==> src/rtl/lmd_pkg.sv <==
package lmd_pkg;
  localparam int ADDR_W = 20;
  localparam int DATA_W = 32;
  localparam int NBYTES = DATA_W / 8;
  localparam int SIZE_W = 2;
  localparam int TGT_W  = 3;

  typedef enum logic [TGT_W-1:0] {
    TGT_NONE  = 3'd0,
    TGT_ROM   = 3'd1,
    TGT_VID   = 3'd2,
    TGT_RAM   = 3'd3,
    TGT_CONST = 3'd4
  } tgt_e;

  localparam logic [ADDR_W-1:0] VID_BASE = 20'hA0000;
  localparam logic [ADDR_W-1:0] VID_TOP  = 20'hBFFFF;
  localparam logic [ADDR_W-1:0] ROM_BASE = 20'hC0000;
  localparam logic [ADDR_W-1:0] GAP_END  = 20'hD0000;
  localparam logic [ADDR_W-1:0] ID_BASE  = 20'hFFFF5;
  localparam logic [ADDR_W-1:0] ID_MODEL = 20'hFFFFE;
  localparam int                DATE_LEN = 8;
  localparam logic [8*DATE_LEN-1:0] DATE_TXT = "08/14/99";
  localparam logic [7:0] MODEL_BYTE = 8'hFC;
  localparam logic [7:0] SUBMODEL_BYTE = 8'h00;

  function automatic logic [7:0] ident_byte(input logic [ADDR_W-1:0] a);
    logic [ADDR_W-1:0] k;
    int idx;
    k = a - ID_BASE;
    idx = DATE_LEN - 1 - int'(k[2:0]);
    if (a >= ID_BASE && k < ADDR_W'(DATE_LEN)) return DATE_TXT[8*idx +: 8];
    else if (a == ID_MODEL) return MODEL_BYTE;
    else if (a == ID_MODEL + 1'b1) return SUBMODEL_BYTE;
    else return 8'h00;
  endfunction
endpackage

==> src/rtl/lmd_cfg_regs.sv <==
module lmd_cfg_regs
  import lmd_pkg::*;
#(
  parameter logic [ADDR_W-1:0] ROM_LIM_RST  = 20'hC7FFF,
  parameter logic [ADDR_W:0]   RAM_SIZE_RST = 21'h100000
) (
  input  logic              clk_i,
  input  logic              rst_ni,
  input  logic              cfg_we_i,
  input  logic [1:0]        cfg_sel_i,
  input  logic [ADDR_W:0]   cfg_data_i,
  input  logic              busy_i,
  output logic [ADDR_W-1:0] rom_lim_o,
  output logic [ADDR_W:0]   ram_size_o,
  output logic              hide_fb_o
);
  logic load;
  assign load = cfg_we_i && !busy_i;

  always_ff @(posedge clk_i or negedge rst_ni) begin
    if (!rst_ni) begin
      rom_lim_o  <= ROM_LIM_RST;
      ram_size_o <= RAM_SIZE_RST;
      hide_fb_o  <= 1'b0;
    end else if (load) begin
      case (cfg_sel_i)
        2'd0:    rom_lim_o  <= cfg_data_i[ADDR_W-1:0];
        2'd1:    ram_size_o <= cfg_data_i;
        2'd2:    hide_fb_o  <= cfg_data_i[0];
        default: ;
      endcase
    end
  end
endmodule

==> src/rtl/lmd_region_decode.sv <==
module lmd_region_decode
  import lmd_pkg::*;
(
  input  logic [ADDR_W-1:0] addr_i,
  input  logic [ADDR_W-1:0] rom_lim_i,
  input  logic [ADDR_W:0]   ram_size_i,
  input  logic              hide_fb_i,
  output tgt_e              tgt_o,
  output logic [ADDR_W-1:0] off_o,
  output logic              halt_o,
  output logic              warn_o
);
  logic in_vid, in_rom, in_gap, in_id, past_ram;

  assign in_vid   = (addr_i >= VID_BASE) && (addr_i <= VID_TOP);
  assign in_rom   = (addr_i >= ROM_BASE) && (addr_i <= rom_lim_i);
  assign in_gap   = (addr_i >= ROM_BASE) && (addr_i > rom_lim_i) && (addr_i < GAP_END);
  assign in_id    = (addr_i >= ID_BASE);
  assign past_ram = ({1'b0, addr_i} >= ram_size_i);

  always_comb begin
    tgt_o  = TGT_RAM;
    off_o  = addr_i;
    halt_o = 1'b0;
    warn_o = 1'b0;
    if (hide_fb_i && in_vid) begin
      tgt_o = TGT_NONE;
      off_o = '0;
    end else if (in_rom) begin
      tgt_o = TGT_ROM;
      off_o = addr_i - ROM_BASE;
    end else if (in_gap) begin
      off_o  = '0;
      warn_o = 1'b1;
    end else if (in_vid) begin
      tgt_o = TGT_VID;
      off_o = addr_i - VID_BASE;
    end else if (in_id) begin
      tgt_o = TGT_CONST;
      off_o = addr_i - ID_BASE;
    end else if (past_ram) begin
      off_o  = '0;
      halt_o = 1'b1;
    end
  end
endmodule

==> src/rtl/lmd_const_lanes.sv <==
module lmd_const_lanes
  import lmd_pkg::*;
(
  input  logic [ADDR_W-1:0] addr_i,
  input  logic [SIZE_W-1:0] size_i,
  input  logic              rd_en_i,
  output logic [DATA_W-1:0] rdata_o
);
  logic [3:0] n_used;
  always_comb begin
    case (size_i)
      2'd0:    n_used = 4'd1;
      2'd1:    n_used = 4'd2;
      default: n_used = 4'(NBYTES);
    endcase
  end

  for (genvar ln = 0; ln < NBYTES; ln++) begin : g_lane
    logic [ADDR_W:0] lane_addr;
    logic            active;
    assign lane_addr = {1'b0, addr_i} + (ADDR_W+1)'(ln);
    assign active    = rd_en_i && (4'(ln) < n_used) && !lane_addr[ADDR_W];
    assign rdata_o[8*ln +: 8] = active ? ident_byte(lane_addr[ADDR_W-1:0]) : 8'h00;
  end
endmodule

==> src/rtl/legacy_mem_decoder.sv <==
module legacy_mem_decoder
  import lmd_pkg::*;
#(
  parameter logic [ADDR_W-1:0] ROM_LIM_RST  = 20'hC7FFF,
  parameter logic [ADDR_W:0]   RAM_SIZE_RST = 21'h100000
) (
  input  logic              clk_i,
  input  logic              rst_ni,
  input  logic              cfg_we_i,
  input  logic [1:0]        cfg_sel_i,
  input  logic [ADDR_W:0]   cfg_data_i,
  input  logic              req_valid_i,
  input  logic              req_we_i,
  input  logic [SIZE_W-1:0] req_size_i,
  input  logic [ADDR_W-1:0] req_addr_i,
  output logic              rsp_valid_o,
  output logic [TGT_W-1:0]  rsp_tgt_o,
  output logic [ADDR_W-1:0] rsp_off_o,
  output logic              rsp_wen_o,
  output logic [DATA_W-1:0] rsp_rdata_o,
  output logic              rsp_halt_o,
  output logic              rsp_warn_o
);
  logic [ADDR_W-1:0] rom_lim;
  logic [ADDR_W:0]   ram_size;
  logic              hide_fb;
  tgt_e              dec_tgt;
  logic [ADDR_W-1:0] dec_off;
  logic              dec_halt, dec_warn;
  logic [DATA_W-1:0] lane_data;
  logic              const_rd, commit;

  lmd_cfg_regs #(
    .ROM_LIM_RST (ROM_LIM_RST),
    .RAM_SIZE_RST(RAM_SIZE_RST)
  ) i_cfg (
    .clk_i     (clk_i),
    .rst_ni    (rst_ni),
    .cfg_we_i  (cfg_we_i),
    .cfg_sel_i (cfg_sel_i),
    .cfg_data_i(cfg_data_i),
    .busy_i    (req_valid_i),
    .rom_lim_o (rom_lim),
    .ram_size_o(ram_size),
    .hide_fb_o (hide_fb)
  );

  lmd_region_decode i_dec (
    .addr_i    (req_addr_i),
    .rom_lim_i (rom_lim),
    .ram_size_i(ram_size),
    .hide_fb_i (hide_fb),
    .tgt_o     (dec_tgt),
    .off_o     (dec_off),
    .halt_o    (dec_halt),
    .warn_o    (dec_warn)
  );

  assign const_rd = !req_we_i && (dec_tgt == TGT_CONST);

  lmd_const_lanes i_lanes (
    .addr_i (req_addr_i),
    .size_i (req_size_i),
    .rd_en_i(const_rd),
    .rdata_o(lane_data)
  );

  assign commit = req_we_i && (dec_tgt != TGT_NONE) && (dec_tgt != TGT_CONST);

  always_ff @(posedge clk_i or negedge rst_ni) begin
    if (!rst_ni) begin
      rsp_valid_o <= 1'b0;
      rsp_tgt_o   <= '0;
      rsp_off_o   <= '0;
      rsp_wen_o   <= 1'b0;
      rsp_rdata_o <= '0;
      rsp_halt_o  <= 1'b0;
      rsp_warn_o  <= 1'b0;
    end else begin
      rsp_valid_o <= req_valid_i;
      rsp_tgt_o   <= req_valid_i ? dec_tgt : TGT_NONE;
      rsp_off_o   <= req_valid_i ? dec_off : '0;
      rsp_wen_o   <= req_valid_i && commit;
      rsp_rdata_o <= req_valid_i ? lane_data : '0;
      rsp_halt_o  <= req_valid_i && dec_halt;
      rsp_warn_o  <= req_valid_i && dec_warn;
    end
  end
endmodule

==> config.mk <==
export PLATFORM = sky130hd
export DESIGN_NAME = legacy_mem_decoder
export DESIGN_NICKNAME = d
export VERILOG_FILES = /design/src/rtl/lmd_pkg.sv /design/src/rtl/lmd_cfg_regs.sv /design/src/rtl/lmd_region_decode.sv /design/src/rtl/lmd_const_lanes.sv /design/src/rtl/legacy_mem_decoder.sv
export SDC_FILE = /design/constraint.sdc
export NUM_CORES = 1
export LEC_CHECK = 0
export ABC_AREA = 1
export BUFFER_PORTS_ARGS = -buffer_cell sky130_fd_sc_hd__buf_2
export CAP_MARGIN = 40
export CORE_UTILIZATION = 40
export CTS_CLUSTER_SIZE = 14
export DETAILED_ROUTE_END_ITERATION = 8
export PLACE_DENSITY = 0.66
export SYNTH_ARGS = -nofsm -noshare
export SYNTH_HDL_FRONTEND = slang
export SYNTH_HIERARCHICAL = 1
export SYNTH_SLANG_ARGS = --single-unit
export TNS_END_PERCENT = 20
==> constraint.sdc <==
create_clock -name clk_i -period 2.7 [get_ports clk_i]
set_input_delay 0.135 -clock clk_i [delete_from_list [all_inputs] [get_ports clk_i]]
set_output_delay 0.135 -clock clk_i [all_outputs]
set_load 0.02 [all_outputs]
# Word-level counts from Yosys, hierarchy flattened
# Cells that the tools add are included.
[classes]
n_shift = 4
addsub = 13
eq_ne = 9
div = 0
reduce_logical = 34
muxes = 36
bitwise_logic = 0
order_cmp = 19
n_mul = 0
[ops]
columns = ["op", "n"]
rows = [
  ["$shiftx A64 B32 Y8 const A", 4],
  ["$mux W20", 7],
  ["$ge A20 B20 Y1 const B", 6],
  ["$sub A20 B20 Y20 const B", 6],
  ["$mux W8", 12],
  ["$eq A20 B20 Y1 const B", 4],
  ["$lt A20 B4 Y1 const B", 4],
  ["$add A20 B2 Y21 const B", 2],
  ["$mux W32", 1],
  ["$logic_and A1 B1 Y1", 23],
  ["$add A20 B1 Y21 const B", 1],
  ["$ge A20 B21 Y1", 1],
  ["$gt A20 B20 Y1", 1],
  ["$le A20 B20 Y1", 1],
  ["$le A20 B20 Y1 const B", 1],
  ["$lt A20 B20 Y1 const B", 1],
  ["$mux W3", 6],
  ["$sub A3 B3 Y4 const A", 4],
  ["$mux W1", 9],
  ["$lt A1 B3 Y1 const A", 2],
  ["$lt A2 B3 Y1 const A", 2],
  ["$pmux W3 S2", 1],
  ["$reduce_and A2 Y1", 3],
  ["$logic_not A1 Y1", 5],
  ["6 further kinds", 8],
]
[word_totals]
mem_bits_ro = 0
mem_count = 0
in_bits = 50
elab_cells = 125
ramBits = 0
output_inout_bits = 59
latch_bits = 0
reg_bits = 101

# Longest topological paths before layout
[logic_depth]
depth_word = 12
mapped_depth = 29
mapped_depth_nobuf = 29

# Modules after synthesis
# The synthesis kept the hierarchy.
[modules_own_cells]
columns = ["mod", "n_inst", "cells_each", "seq_area_each_um2", "area_each_um2"]
rows = [
  ["lmd_const_lanes", 1, 568, 0.0, 2871.5],
  ["lmd_region_decode", 1, 424, 0.0, 2322.2],
  ["legacy_mem_decoder", 1, 188, 1476.4, 1975.6],
  ["lmd_cfg_regs", 1, 190, 1073.5, 1711.6],
]

# Least setup slack after synthesis
# No wires, ideal clock.
[synth_path]
path_type = "register to register"
start = "register i_cfg.rom_lim_o[19]"
end = "register rsp_rdata_o[31]"
setup_time_ns = 0.063
slack_ns = -0.268
n_path_buf = 1
required_ns = 2.637
arrival_ns = 2.906
stages_incl_launch_ff = 26
cell_sequence = "dfstp_2 > inv_1 > ha_1 > nand2_1 > nor2_1 > nand2_1 > nor2_1 > nand4_1 > nand3_1 > inv_1 > nand2_1 > inv_2 > nor2_1 > nand2_1 > inv_1 > nand2_1 > nor2_1 > nand3_1 > inv_1 > nand3_1 > nor2_1 > nand4_1 > a21oi_1 > buf_4 > nand2_1 > inv_1"
[synth_between]
elab_chain_cells = 12
elab_cells_between_ends = 14
[synth_rtl]
columns = ["item", "line", "rtl"]
rows = [
  ["start, declared", "lmd_cfg_regs.sv:13", "output logic [ADDR_W-1:0] rom_lim_o,"],
  ["start signal, assigned", "lmd_cfg_regs.sv:27", "2'd0: rom_lim_o <= cfg_data_i[ADDR_W-1:0];"],
  ["$gt A20 B20 Y1", "lmd_region_decode.sv:17", "assign in_gap = (addr_i >= ROM_BASE) && (addr_i > rom_lim_i) && (addr_i < GAP_END);"],
  ["$logic_and A1 B1 Y1 (2 in a row)", "lmd_region_decode.sv:17", ""],
  ["$mux W3", "lmd_region_decode.sv:32", "end else if (in_gap) begin"],
  ["$mux W3 *", "lmd_region_decode.sv:29", "end else if (in_rom) begin"],
  ["$mux W3 *", "lmd_region_decode.sv:26", "if (hide_fb_i && in_vid) begin"],
  ["named net dec_tgt[0]", "legacy_mem_decoder.sv:27", "tgt_e dec_tgt;"],
  ["$eq A3 B3 Y1 *", "legacy_mem_decoder.sv:59", "assign const_rd = !req_we_i && (dec_tgt == TGT_CONST);"],
  ["$logic_and A1 B1 Y1 *", "legacy_mem_decoder.sv:59", ""],
  ["named net const_rd", "legacy_mem_decoder.sv:31", "logic const_rd, commit;"],
  ["$logic_and A1 B1 Y1 * (2 in a row)", "lmd_const_lanes.sv:22", "assign active = rd_en_i && (4'(ln) < n_used) && !lane_addr[ADDR_W];"],
  ["$mux W8 *", "lmd_const_lanes.sv:23", "assign rdata_o[8*ln +: 8] = active ? ident_byte(lane_addr[ADDR_W-1:0]) : 8'h00;"],
  ["named net lane_data[31]", "legacy_mem_decoder.sv:30", "logic [DATA_W-1:0] lane_data;"],
  ["$mux W32 *", "legacy_mem_decoder.sv:84", "rsp_rdata_o <= req_valid_i ? lane_data : '0;"],
  ["end signal, assigned", "legacy_mem_decoder.sv:84", ""],
  ["end, declared", "legacy_mem_decoder.sv:20", "output logic [DATA_W-1:0] rsp_rdata_o,"],
]
# Mark *: on every way through the listed nets, which the timed path passes. The rest lies on a longest branch.
# A chain may end at the register's enable or synchronous reset.

# Final worst setup path
[layout_path]
start = "register i_cfg.rom_lim_o[18]"
end = "register rsp_rdata_o[20]"
# Same word-level chain as after synthesis.

==> results.yml <==
drt:
  drtPass1Iterations: 5
  vias_per_cell: 4.88
  wl_per_cell_um: 14.4
  vias: 9306
  drt_iter0_drc: 551
  drc_errors: 0
  antenna_left: 0
  drt_wl_total_um: 27400
grt:
  globalRouteTotalUtil_pct: 24.9
  grt_overflow: 0
  grt_max_degree: 60
  grt_pass1_wl_um: 43900
  grt_antenna_before_repair: 0
  grt_pass1_vias: 8601
floorplanning:
  start_util_pct: 40.7
  die_h_um: 151
  die_area_um2: 22800
  die_x_um: 151
  rows: 54
  ios: 109
  core_um2: 21800
layout:
  drive_above_1_share_pct: 26.8
  nets: 1733
  final_common_cell: "nand2_1"
  antenna_cells: 0
  mostFrequentLayoutCells: "nand2_1 (452), inv_1 (201), buf_4 (157), nand3_1 (125), nor2_1 (112)"
  final_cells: 1907
  area_growth_syn_to_layout_pct: 28.4
critical_path:
  slowest_stage: "dfstp_2"
  crit_type: "reg -> reg"
  path_max_fanout: 4
  arrival_ns: 3.36
  endpoint_kind: "register"
  start_kind: "register"
  crit_required_ns: 3.00
  cpPeakStageDelay_ns: 0.53
synthesis:
  synth_seq_area_share_pct: 28.7
  synth_edf_count: 0
  ys_warn_count: 6
  syn-instance-count: 1370
  postSynthAreaPerCell_um2: 6.48
  netlist_area_um2: 8880
  ys.flop_type: "dfrtp_1"
  synth-seq-cells: 101
  synth.distinct_cells: 45
  synth_nets: 1481
  async_flop_share_pct: 100
pwr:
  power_leakage_nw: 6.62
  max-vdd-ir-drop_mv: 0.286
  powerDensity_nw_per_um2: 417
  power_mw: 4.76
placement:
  place_inst: 1870
  port_buffers: 108
  gp_congestion: 0.930
  place_worst_setup_slack_ns: -0.418
  hpwl_um: 21500
status:
  violations: "hold timing, setup timing"
  outcome: "finished, violations left"
sta:
  rsz0062_at_grt: "true"
  slew_viol_final: 0
  clock.fmax_mhz: 327
  slew_headroom_pct: 50.4
  whs_ns: -0.000438
  worstMarginPinSlew_ns: 0.743
  fin_crit_sh_pct: 113
  min_period_ns: 3.06
  clock_skew_ns: 0.0129
  setup_viol: 42
  worst_slack_ns: -0.361
  fin_setup_tns_ns: -10.01
  hold_violations: 1
clocking:
  clock-root-buffer: "clkbuf_16"
  htreeDepth: 3
  clkTransAtPathRegs_ns: 0.08
  cts_sinks: 101
  clkLatencyLatePin_ns: 0.36
  cts_tree: "built"
  clockBufferDepth: 2
  cts_made_buffers: 9
worst_hold_path:
  min_path_type: "in -> reg"
run:
  cap_violations: 0
==> synth_stat cells (2+ instances only) <==
master | n | area [um2]
buf_2 | 18 | 90.1
xnor2_1 | 2 | 17.5
o21ai_0 | 38 | 190
nor2_4 | 16 | 180
and2_1 | 2 | 12.5
nand2_2 | 16 | 100
ha_1 | 61 | 763
nand3_1 | 129 | 646
inv_2 | 11 | 41.3
nand2_4 | 8 | 90.1
nand3_2 | 7 | 70.1
o21ai_1 | 7 | 35.0
nand4_1 | 26 | 163
a22oi_1 | 2 | 15.0
buf_4 | 8 | 60.1
o21bai_1 | 2 | 15.0
dfrtp_1 | 83 | 2080
inv_1 | 213 | 800
nor3_1 | 12 | 60.1
nand3b_1 | 5 | 37.5
nand2_1 | 464 | 1740
nor2_2 | 15 | 93.8
xor2_1 | 34 | 298
or2_2 | 3 | 18.8
a21o_1 | 2 | 15.0
a21oi_1 | 28 | 140
nand3_4 | 2 | 35.0
nor2_1 | 122 | 458
dfstp_2 | 18 | 473
==> logic make-up (layout without fill, tap and decap cells) <==
family	count (synthesis)	after routing	synth area share (%)
AO/OA/AOI/OAI	87	87	5.45
XOR/XNOR	37	37	3.73
adder cells (fa/ha/maj)	61	61	8.59
buffers and inverters	253	510	11.4
flip-flops	101	101	28.7
AND/OR/NAND/NOR	831	831	42.1
==> critical path, delay by kind of cell, from the launching register on <==
kind	cells	cell delay (ns)
flops	1	0.53
simple gates	17	1.59
fa+ha+maj	1	0.30
compound gates	1	0.14
buf+inv	8	0.45
==> where the power goes <==
| group | leakage, nW | switching (mW) | internal [mW] |
|---|---|---|---|
| clock | 0.137 | 0.636 | 0.638 |
| combinational | 5.19 | 1.05 | 0.640 |
| sequential | 1.29 | 0.0863 | 1.71 |
| total | 6.62 | 1.77 | 2.99 |
==> worst paths after layout <==
path                       cells after the start  slack, ns                         endpoint                       startpoint
max                                           27      -0.36        rsp_rdata_o[20]$_DFF_PN0_  i_cfg/rom_lim_o[18]$_DFFE_PN1P_
min                                            3    -0.0004   i_cfg/rom_lim_o[8]$_DFFE_PN1P_                    cfg_data_i[8]
max reg2reg                                   27      -0.36        rsp_rdata_o[20]$_DFF_PN0_  i_cfg/rom_lim_o[18]$_DFFE_PN1P_
min reg2reg                                    2       0.47  i_cfg/rom_lim_o[18]$_DFFE_PN1P_  i_cfg/rom_lim_o[18]$_DFFE_PN1P_
max in group asynchronous                      3       1.58  i_cfg/rom_lim_o[14]$_DFFE_PN1P_                           rst_ni
min in group asynchronous                      2       0.36          rsp_off_o[14]$_DFF_PN0_                           rst_ni
==> area by class of cell <==
cell class	count	area [um2]
inverter	225	845
sequential	101	2550
tap	280	350
clock buffer	9	225
multi-input combinational	1016	5590
fill	2174	10400
timing repair buffer	269	1780
clock inverter	7	58.8
==> per-stage QoR <==
step	hold slack, ns	util, %	instance area, um2
CTS	0.00427	51.4	11200
global placement	0.226	49.4	10800
finish	-0.000438	52.3	11400
global route	0.0109	52.3	11400
floorplan	-0.161	-	8970
detailed placement	0.240	49.4	10800
==> layer usage <==
| metal | vias to the layer above | routed length (um) | global-route usage, % |
|---|---|---|---|
| met1 | 4229 | 12900 | 33.7 |
| met3 | 46 | 1270 | 2.05 |
| li1 | 4749 | - | - |
| met5 | - | 0 | 0 |
| met2 | 282 | 12400 | 41.0 |
| met4 | 0 | 838 | 9.70 |
==> state kept, by name, indices dropped and copies added (netlist names) <==
signal,count
i_cfg/ram_size_o,21
rsp_rdata_o,32
i_cfg/hide_fb_o,1
rsp_wen_o,1
i_cfg/rom_lim_o,20
rsp_off_o,20
rsp_valid_o,1
rsp_halt_o,1
rsp_warn_o,1
rsp_tgt_o,3
==> repair_timing <==
action	4_1_cts	5_1_grt
pin swaps	28	33
hold buffers	3	0
gates cloned	0	0
endpoints found under the setup margin	32	42
resized for setup	6	38
buffers inserted	14	4
endpoints found under the hold margin	59	0
Power figures use the tool's default switching activity.
